`src/rtl/osdh_pkg.sv`:
```
package osdh_pkg;

    localparam int CHAR_DOTS   = 12;
    localparam int NUM_COLS    = 30;
    localparam int ACTIVE_DOTS = CHAR_DOTS * NUM_COLS;
    localparam int DLY_STEP    = 6;
    localparam int DLY_BASE    = 49;
    localparam int COL_W       = $clog2(NUM_COLS);
    localparam int DOT_W       = $clog2(CHAR_DOTS);

    typedef logic [COL_W-1:0] col_t;
    typedef logic [DOT_W-1:0] dot_t;

    typedef struct packed {
        logic hde;
        col_t col;
        dot_t dot;
        logic hold;
    } raster_t;

    function automatic int start_delay(input int pos_val);
        return pos_val * DLY_STEP + DLY_BASE;
    endfunction

    function automatic int line_len(input int res_val);
        return res_val * CHAR_DOTS;
    endfunction

endpackage

```
`src/rtl/osdh_edge.sv`:
```
module osdh_edge (
    input  logic clk,
    input  logic rst,
    input  logic hsync_in,
    output logic rise,
    output logic locked
);
    logic hs_q;
    logic lock_q;

    assign rise   = hsync_in & ~hs_q;
    assign locked = lock_q;

    always_ff @(posedge clk) begin
        if (rst) begin
            hs_q   <= 1'b0;
            lock_q <= 1'b0;
        end else begin
            hs_q <= hsync_in;
            if (rise) lock_q <= 1'b1;
        end
    end
endmodule

```
`src/rtl/osdh_linecnt.sv`:
```
module osdh_linecnt #(
    parameter int POS_W = 13
) (
    input  logic             clk,
    input  logic             rst,
    input  logic             rise,
    input  logic             locked,
    input  logic [POS_W-1:0] len,
    output logic [POS_W-1:0] pos,
    output logic             wrap
);
    logic [POS_W-1:0] pos_q;
    logic             wrap_q;
    logic             at_end;

    assign at_end = (pos_q >= len);
    assign pos    = pos_q;
    assign wrap   = wrap_q;

    always_ff @(posedge clk) begin
        if (rst) begin
            pos_q  <= '0;
            wrap_q <= 1'b0;
        end else begin
            wrap_q <= locked & at_end;
            if (rise)
                pos_q <= POS_W'(1);
            else if (!locked)
                pos_q <= '0;
            else if (at_end)
                pos_q <= POS_W'(1);
            else
                pos_q <= pos_q + POS_W'(1);
        end
    end
endmodule

```
`src/rtl/osdh_window.sv`:
```
module osdh_window
    import osdh_pkg::*;
#(
    parameter int HPOS_W = 8,
    parameter int HRES_W = 8,
    parameter int POS_W  = 13
) (
    input  logic              locked,
    input  logic [HPOS_W-1:0] hpos,
    input  logic [HRES_W-1:0] hres,
    input  logic [POS_W-1:0]  pos,
    output logic [POS_W-1:0]  len,
    output logic              fits,
    output logic              active
);
    logic [POS_W-1:0] dly;
    logic [POS_W-1:0] win_end;

    always_comb begin
        dly     = POS_W'(start_delay(int'(hpos)));
        len     = POS_W'(line_len(int'(hres)));
        win_end = dly + POS_W'(ACTIVE_DOTS);
        fits    = (win_end <= len);
        active  = locked & fits & (pos >= dly) & (pos < win_end);
    end
endmodule

```
`src/rtl/osdh_raster.sv`:
```
module osdh_raster
    import osdh_pkg::*;
#(
    parameter bit ALLOW_DOUBLE = 1'b1
) (
    input  logic    clk,
    input  logic    rst,
    input  logic    active,
    input  logic    dbl_wide,
    output raster_t ras
);
    raster_t cur;
    raster_t nxt;
    logic    dbl_eff;
    logic    step_dot;
    col_t    col_step;

    generate
        if (ALLOW_DOUBLE) begin : g_dbl
            assign dbl_eff = dbl_wide;
        end else begin : g_single
            assign dbl_eff = 1'b0;
        end
    endgenerate

    assign col_step = dbl_eff ? col_t'(2) : col_t'(1);
    assign step_dot = !(dbl_eff && !cur.hold);

    always_comb begin
        nxt = cur;
        if (!active) begin
            nxt = '0;
        end else if (!cur.hde) begin
            nxt     = '0;
            nxt.hde = 1'b1;
        end else begin
            nxt.hold = dbl_eff & ~cur.hold;
            if (step_dot) begin
                if (cur.dot == dot_t'(CHAR_DOTS - 1)) begin
                    nxt.dot = '0;
                    nxt.col = cur.col + col_step;
                end else begin
                    nxt.dot = cur.dot + dot_t'(1);
                end
            end
        end
    end

    always_ff @(posedge clk) begin
        if (rst) cur <= '0;
        else     cur <= nxt;
    end

    assign ras = cur;
endmodule

```
`src/rtl/osd_htiming.sv`:
```
module osd_htiming
    import osdh_pkg::*;
#(
    parameter int HPOS_W       = 8,
    parameter int HRES_W       = 8,
    parameter bit ALLOW_DOUBLE = 1'b1
) (
    input  logic              clk,
    input  logic              rst,
    input  logic              hsync_in,
    input  logic [HPOS_W-1:0] hpos,
    input  logic [HRES_W-1:0] hres,
    input  logic              dbl_wide,
    output logic              hde,
    output logic [COL_W-1:0]  col_idx,
    output logic [DOT_W-1:0]  dot_idx,
    output logic              line_wrap
);
    localparam int LEN_MAX = (2 ** HRES_W) * CHAR_DOTS;
    localparam int DLY_MAX = (2 ** HPOS_W) * DLY_STEP + DLY_BASE;
    localparam int POS_W   = $clog2(LEN_MAX + DLY_MAX + ACTIVE_DOTS + 1) + 1;

    logic             rise;
    logic             locked;
    logic [POS_W-1:0] pos;
    logic [POS_W-1:0] len;
    logic             fits;
    logic             active;
    raster_t          ras;

    osdh_edge u_edge (
        .clk      (clk),
        .rst      (rst),
        .hsync_in (hsync_in),
        .rise     (rise),
        .locked   (locked)
    );

    osdh_window #(
        .HPOS_W (HPOS_W),
        .HRES_W (HRES_W),
        .POS_W  (POS_W)
    ) u_window (
        .locked (locked),
        .hpos   (hpos),
        .hres   (hres),
        .pos    (pos),
        .len    (len),
        .fits   (fits),
        .active (active)
    );

    osdh_linecnt #(
        .POS_W (POS_W)
    ) u_line (
        .clk    (clk),
        .rst    (rst),
        .rise   (rise),
        .locked (locked),
        .len    (len),
        .pos    (pos),
        .wrap   (line_wrap)
    );

    osdh_raster #(
        .ALLOW_DOUBLE (ALLOW_DOUBLE)
    ) u_raster (
        .clk      (clk),
        .rst      (rst),
        .active   (active),
        .dbl_wide (dbl_wide),
        .ras      (ras)
    );

    assign hde     = ras.hde;
    assign col_idx = ras.col;
    assign dot_idx = ras.dot;
endmodule

```
`config.mk`:
```
export PLATFORM = sky130hd
export DESIGN_NAME = osd_htiming
export DESIGN_NICKNAME = d
export VERILOG_FILES = /design/src/rtl/osdh_pkg.sv /design/src/rtl/osdh_edge.sv /design/src/rtl/osdh_linecnt.sv /design/src/rtl/osdh_window.sv /design/src/rtl/osdh_raster.sv /design/src/rtl/osd_htiming.sv
export SDC_FILE = /design/constraint.sdc
export NUM_CORES = 1
export LEC_CHECK = 0
export ABC_AREA = 1
export BUFFER_PORTS_ARGS = -buffer_cell sky130_fd_sc_hd__buf_4
export CAP_MARGIN = 10
export CORE_ASPECT_RATIO = 1.5
export CORE_MARGIN = 4
export CORE_UTILIZATION = 25
export CTS_CLUSTER_DIAMETER = 50
export DETAILED_ROUTE_END_ITERATION = 7
export PLACE_DENSITY = 0.45
export SLEW_MARGIN = 20
export SYNTH_ARGS = -nofsm -noshare
export SYNTH_HDL_FRONTEND = slang
export SYNTH_SLANG_ARGS = --single-unit
```
`constraint.sdc`:
```
create_clock -name clk -period 6 [get_ports clk]
set_input_delay 0 -clock clk [delete_from_list [all_inputs] [get_ports clk]]
set_output_delay 0 -clock clk [all_outputs]
set_load 0.02 [all_outputs]
```
==> flow_summary.ini <==
[clocking]
holdBufCountCts = 2
htree_levels = 1
cts_tree = yes
cts_sinks = 28
cts_root_buf = clkbuf_16
cts_buffer_depth = 2
cts_buffers = 3
clock_latency_ns = 0.27
path_clk_slew_ns = 0.07
cts_resized = 0
postCtsSetupBuffers = 0

[sta]
finalHoldViolations = 0
layout_min_cycle_time_ns = 3.58
worst_clock_skew_ns = 0.00812
rsz0062_at_grt = no
finalSetupViolCount = 0
tns_ns = 0
final-max-slew-violation-count = 0
fin_hold_ws_ns = 0.218
clock.fmax_ghz = 0.279
finalCritPeriodShare_pct = 59.7

[synth]
yosys_warnings = 0
ys_ff_latch = 28
synth.distinct_cells = 41
synth_top_cell_area_share_pct = 25.3
async_flop_share_pct = 0
synth_commonest_cells = nand2_1, inv_1, ha_1
syn_nets = 528
synth.most_common_cell = nand2_1
syn-cell-area_um2 = 3170
synth_top_area_cell = ha_1
synth_ff_type = dfxtp_1
synth_edf_count = 0
synthTopCellsByArea = ha_1, dfxtp_1, nand2_1, inv_1, a21oi_1
syn_avg_cell_area_um2 = 7.19
postSynthCellCount = 441
synth.yosys.seq_area_share_pct = 17.7

[setup_path]
crit_buf_inv = 4
critical_path_required_ns = 6.20
r2r-end = u_raster.ras[8]
arrival_ns = 3.78
crit_type = in2reg
rr_worst_depth = 9
critical-path-slowest-cell = fa_1
crit_family = simple AND/OR/NAND/NOR gates
r2r_start = u_line.pos[5]
critPathMaxStageDelay_ns = 0.41
crit_chain = buf_4 > ha_1 > fa_1 > xnor2_1 > ha_1 > a21oi_1 > inv_1 > or2_1 > nand2_1 > nand2_1 > nand2_1 > inv_1 > nor2_1 > inv_2 > ha_1 > a21oi_1 > o221ai_1 > nand2_1 > nor3b_1 > nand3_4 > nor2_2
crit_top_cell = nand2_1
endpoint_kind = flop
rrSetupSlack_ns = 3.75
startpoint_type = primary input
critPathMaxFanout = 10

[cells_and_area]
instances_no_fill = 623
area_delta_synth_final_pct = 15.0
final-seq-area_um2 = 561
num-nets-final = 555
layout-drive-gt1-share_pct = 13.7
fillCellCount = 1367
multiInputGateArea_um2 = 2280
n_antenna_cell = 0

[min_path]
min-delay-path-class = in2reg
min_to = u_edge.locked
hp-start = hsync_in
holdPathStages = 6

[pwr]
ir_drop_uv = 90.7
finalPower_w = 0.000708
leakage_nw = 1.78
p_per_area_nw_per_um2 = 194

[floorplanning]
die_width_um = 99.9
dieHeight_um = 146
rows = 50
io_pins = 31
die_area_um2 = 14600
core_um2 = 12400
initial_core_util_pct = 25.5

[route]
vias = 2733
wire_per_inst_um = 11.2
detail_route.first_pass.iterations = 4
drt_iter0_drc = 69
vias_per_cell = 4.39
ant_nets = 0
drc = 0
drt_wl_total_um = 7000

[grt]
antenna_found_initial = 0
grt_pass1_vias = 2601
grt_pass1_wl_um = 11900
grt_overflow = 0
grt_usage_pct = 9.86
grt_max_degree = 17

[placement]
post-dp-hpwl_um = 6210
gp_congestion = 0.833
placed_cells = 617
port_buffers = 30

[outcome]
status = completed

[job]
cap_violations = 0
## layout by cell type (no fill, tap or decap), types with 3 or more instances in the layout
cell       count
inv_2          3
nor2_2        11
nand2_1       83
nand2_2        6
fa_1           3
nor2_1        30
nor3b_1        6
dfxtp_1       28
inv_1         65
nor3_1         6
o21ai_0        8
nand3_1       26
ha_1          64
clkbuf_16      3
nand4_1       11
or2_2          3
o211ai_1       4
xnor2_1        5
a21oi_1       29
buf_4         30
a211oi_1       3
xor2_1        11
## per-stage QoR
stage / worst slack [ns] / util, % / area [um2]
2_1_floorplan: 2.59 / - / 3170
3_3_place_gp: 2.17 / 28.3 / 3520
3_5_place_dp: 2.13 / 28.3 / 3520
4_1_cts: 2.39 / 29.3 / 3640
5_1_grt: 2.08 / 29.3 / 3640
6_report: 2.42 / 29.3 / 3640
## area by class of cell
cell class	instances	share of cell area [%]
Clock buffer	3	2.06
Clock inverter	1	0.824
Inverter	69	7.14
Multi-Input combinational cell	334	62.5
Sequential cell	28	15.4
Tap cell	156	5.36
Timing Repair Buffer	32	6.73
## kinds of logic after synthesis
kind of cell,after synthesis,share of synthesized area (%)
AO/OA/AOI/OAI,56,10.4
multiplexers,1,0.316
flip-flops,28,17.7
adder cells (fa/ha/maj),67,27.2
buffers and inverters,79,10.5
AND/OR/NAND/NOR,189,27.8
XOR/XNOR,19,5.96
other,2,0.237
## worst reg2reg max path, delay by kind of cell (launching register included)
family / cells / cell delay (ns)
AND/OR/NAND/NOR: 4 / 0.81
adder cells (fa/ha/maj): 1 / 0.29
AO/OA/AOI/OAI: 4 / 0.63
flip-flops: 1 / 0.46
## layer usage
layer  vias to the layer above  global-route usage [%]  share of wire, %
met5                         -                       0                 0
met4                         0                    2.05              0.86
met3                         5                    1.25               3.2
met2                        33                    19.5                55
met1                      1209                    10.9                41
li1                       1486                       -                 -
## worst max path at each step
stage	endpoint	from	cells past startpoint	slack, ns
2_1_floorplan	u_raster.ras[0]	hpos[0]	17	2.59
3_3_place_gp	u_raster.ras[9]	hpos[0]	18	2.17
3_5_place_dp	u_raster.ras[8]	hpos[1]	21	2.13
4_1_cts	u_raster.ras[8]	hpos[1]	21	2.39
5_1_grt	u_raster.ras[6]	hpos[1]	21	2.08
6_report	u_raster.ras[8]	hpos[1]	21	2.42
## registers in the layout, indices dropped and copies added (netlist names)
register	flops
u_edge.locked	1
u_edge.hs_q	1
u_line.pos	14
u_raster.ras	11
u_line.wrap	1
## where the power goes
part	total, W	switching (W)	leakage (nW)	internal (W)
registers	0.000191	0.00000223	0.227	0.000189
logic	0.000322	0.000194	1.50	0.000128
clock network	0.000195	0.0000622	0.0511	0.000133
total	0.000708	0.000259	1.78	0.000449
(Power assumes the default switching activity.)
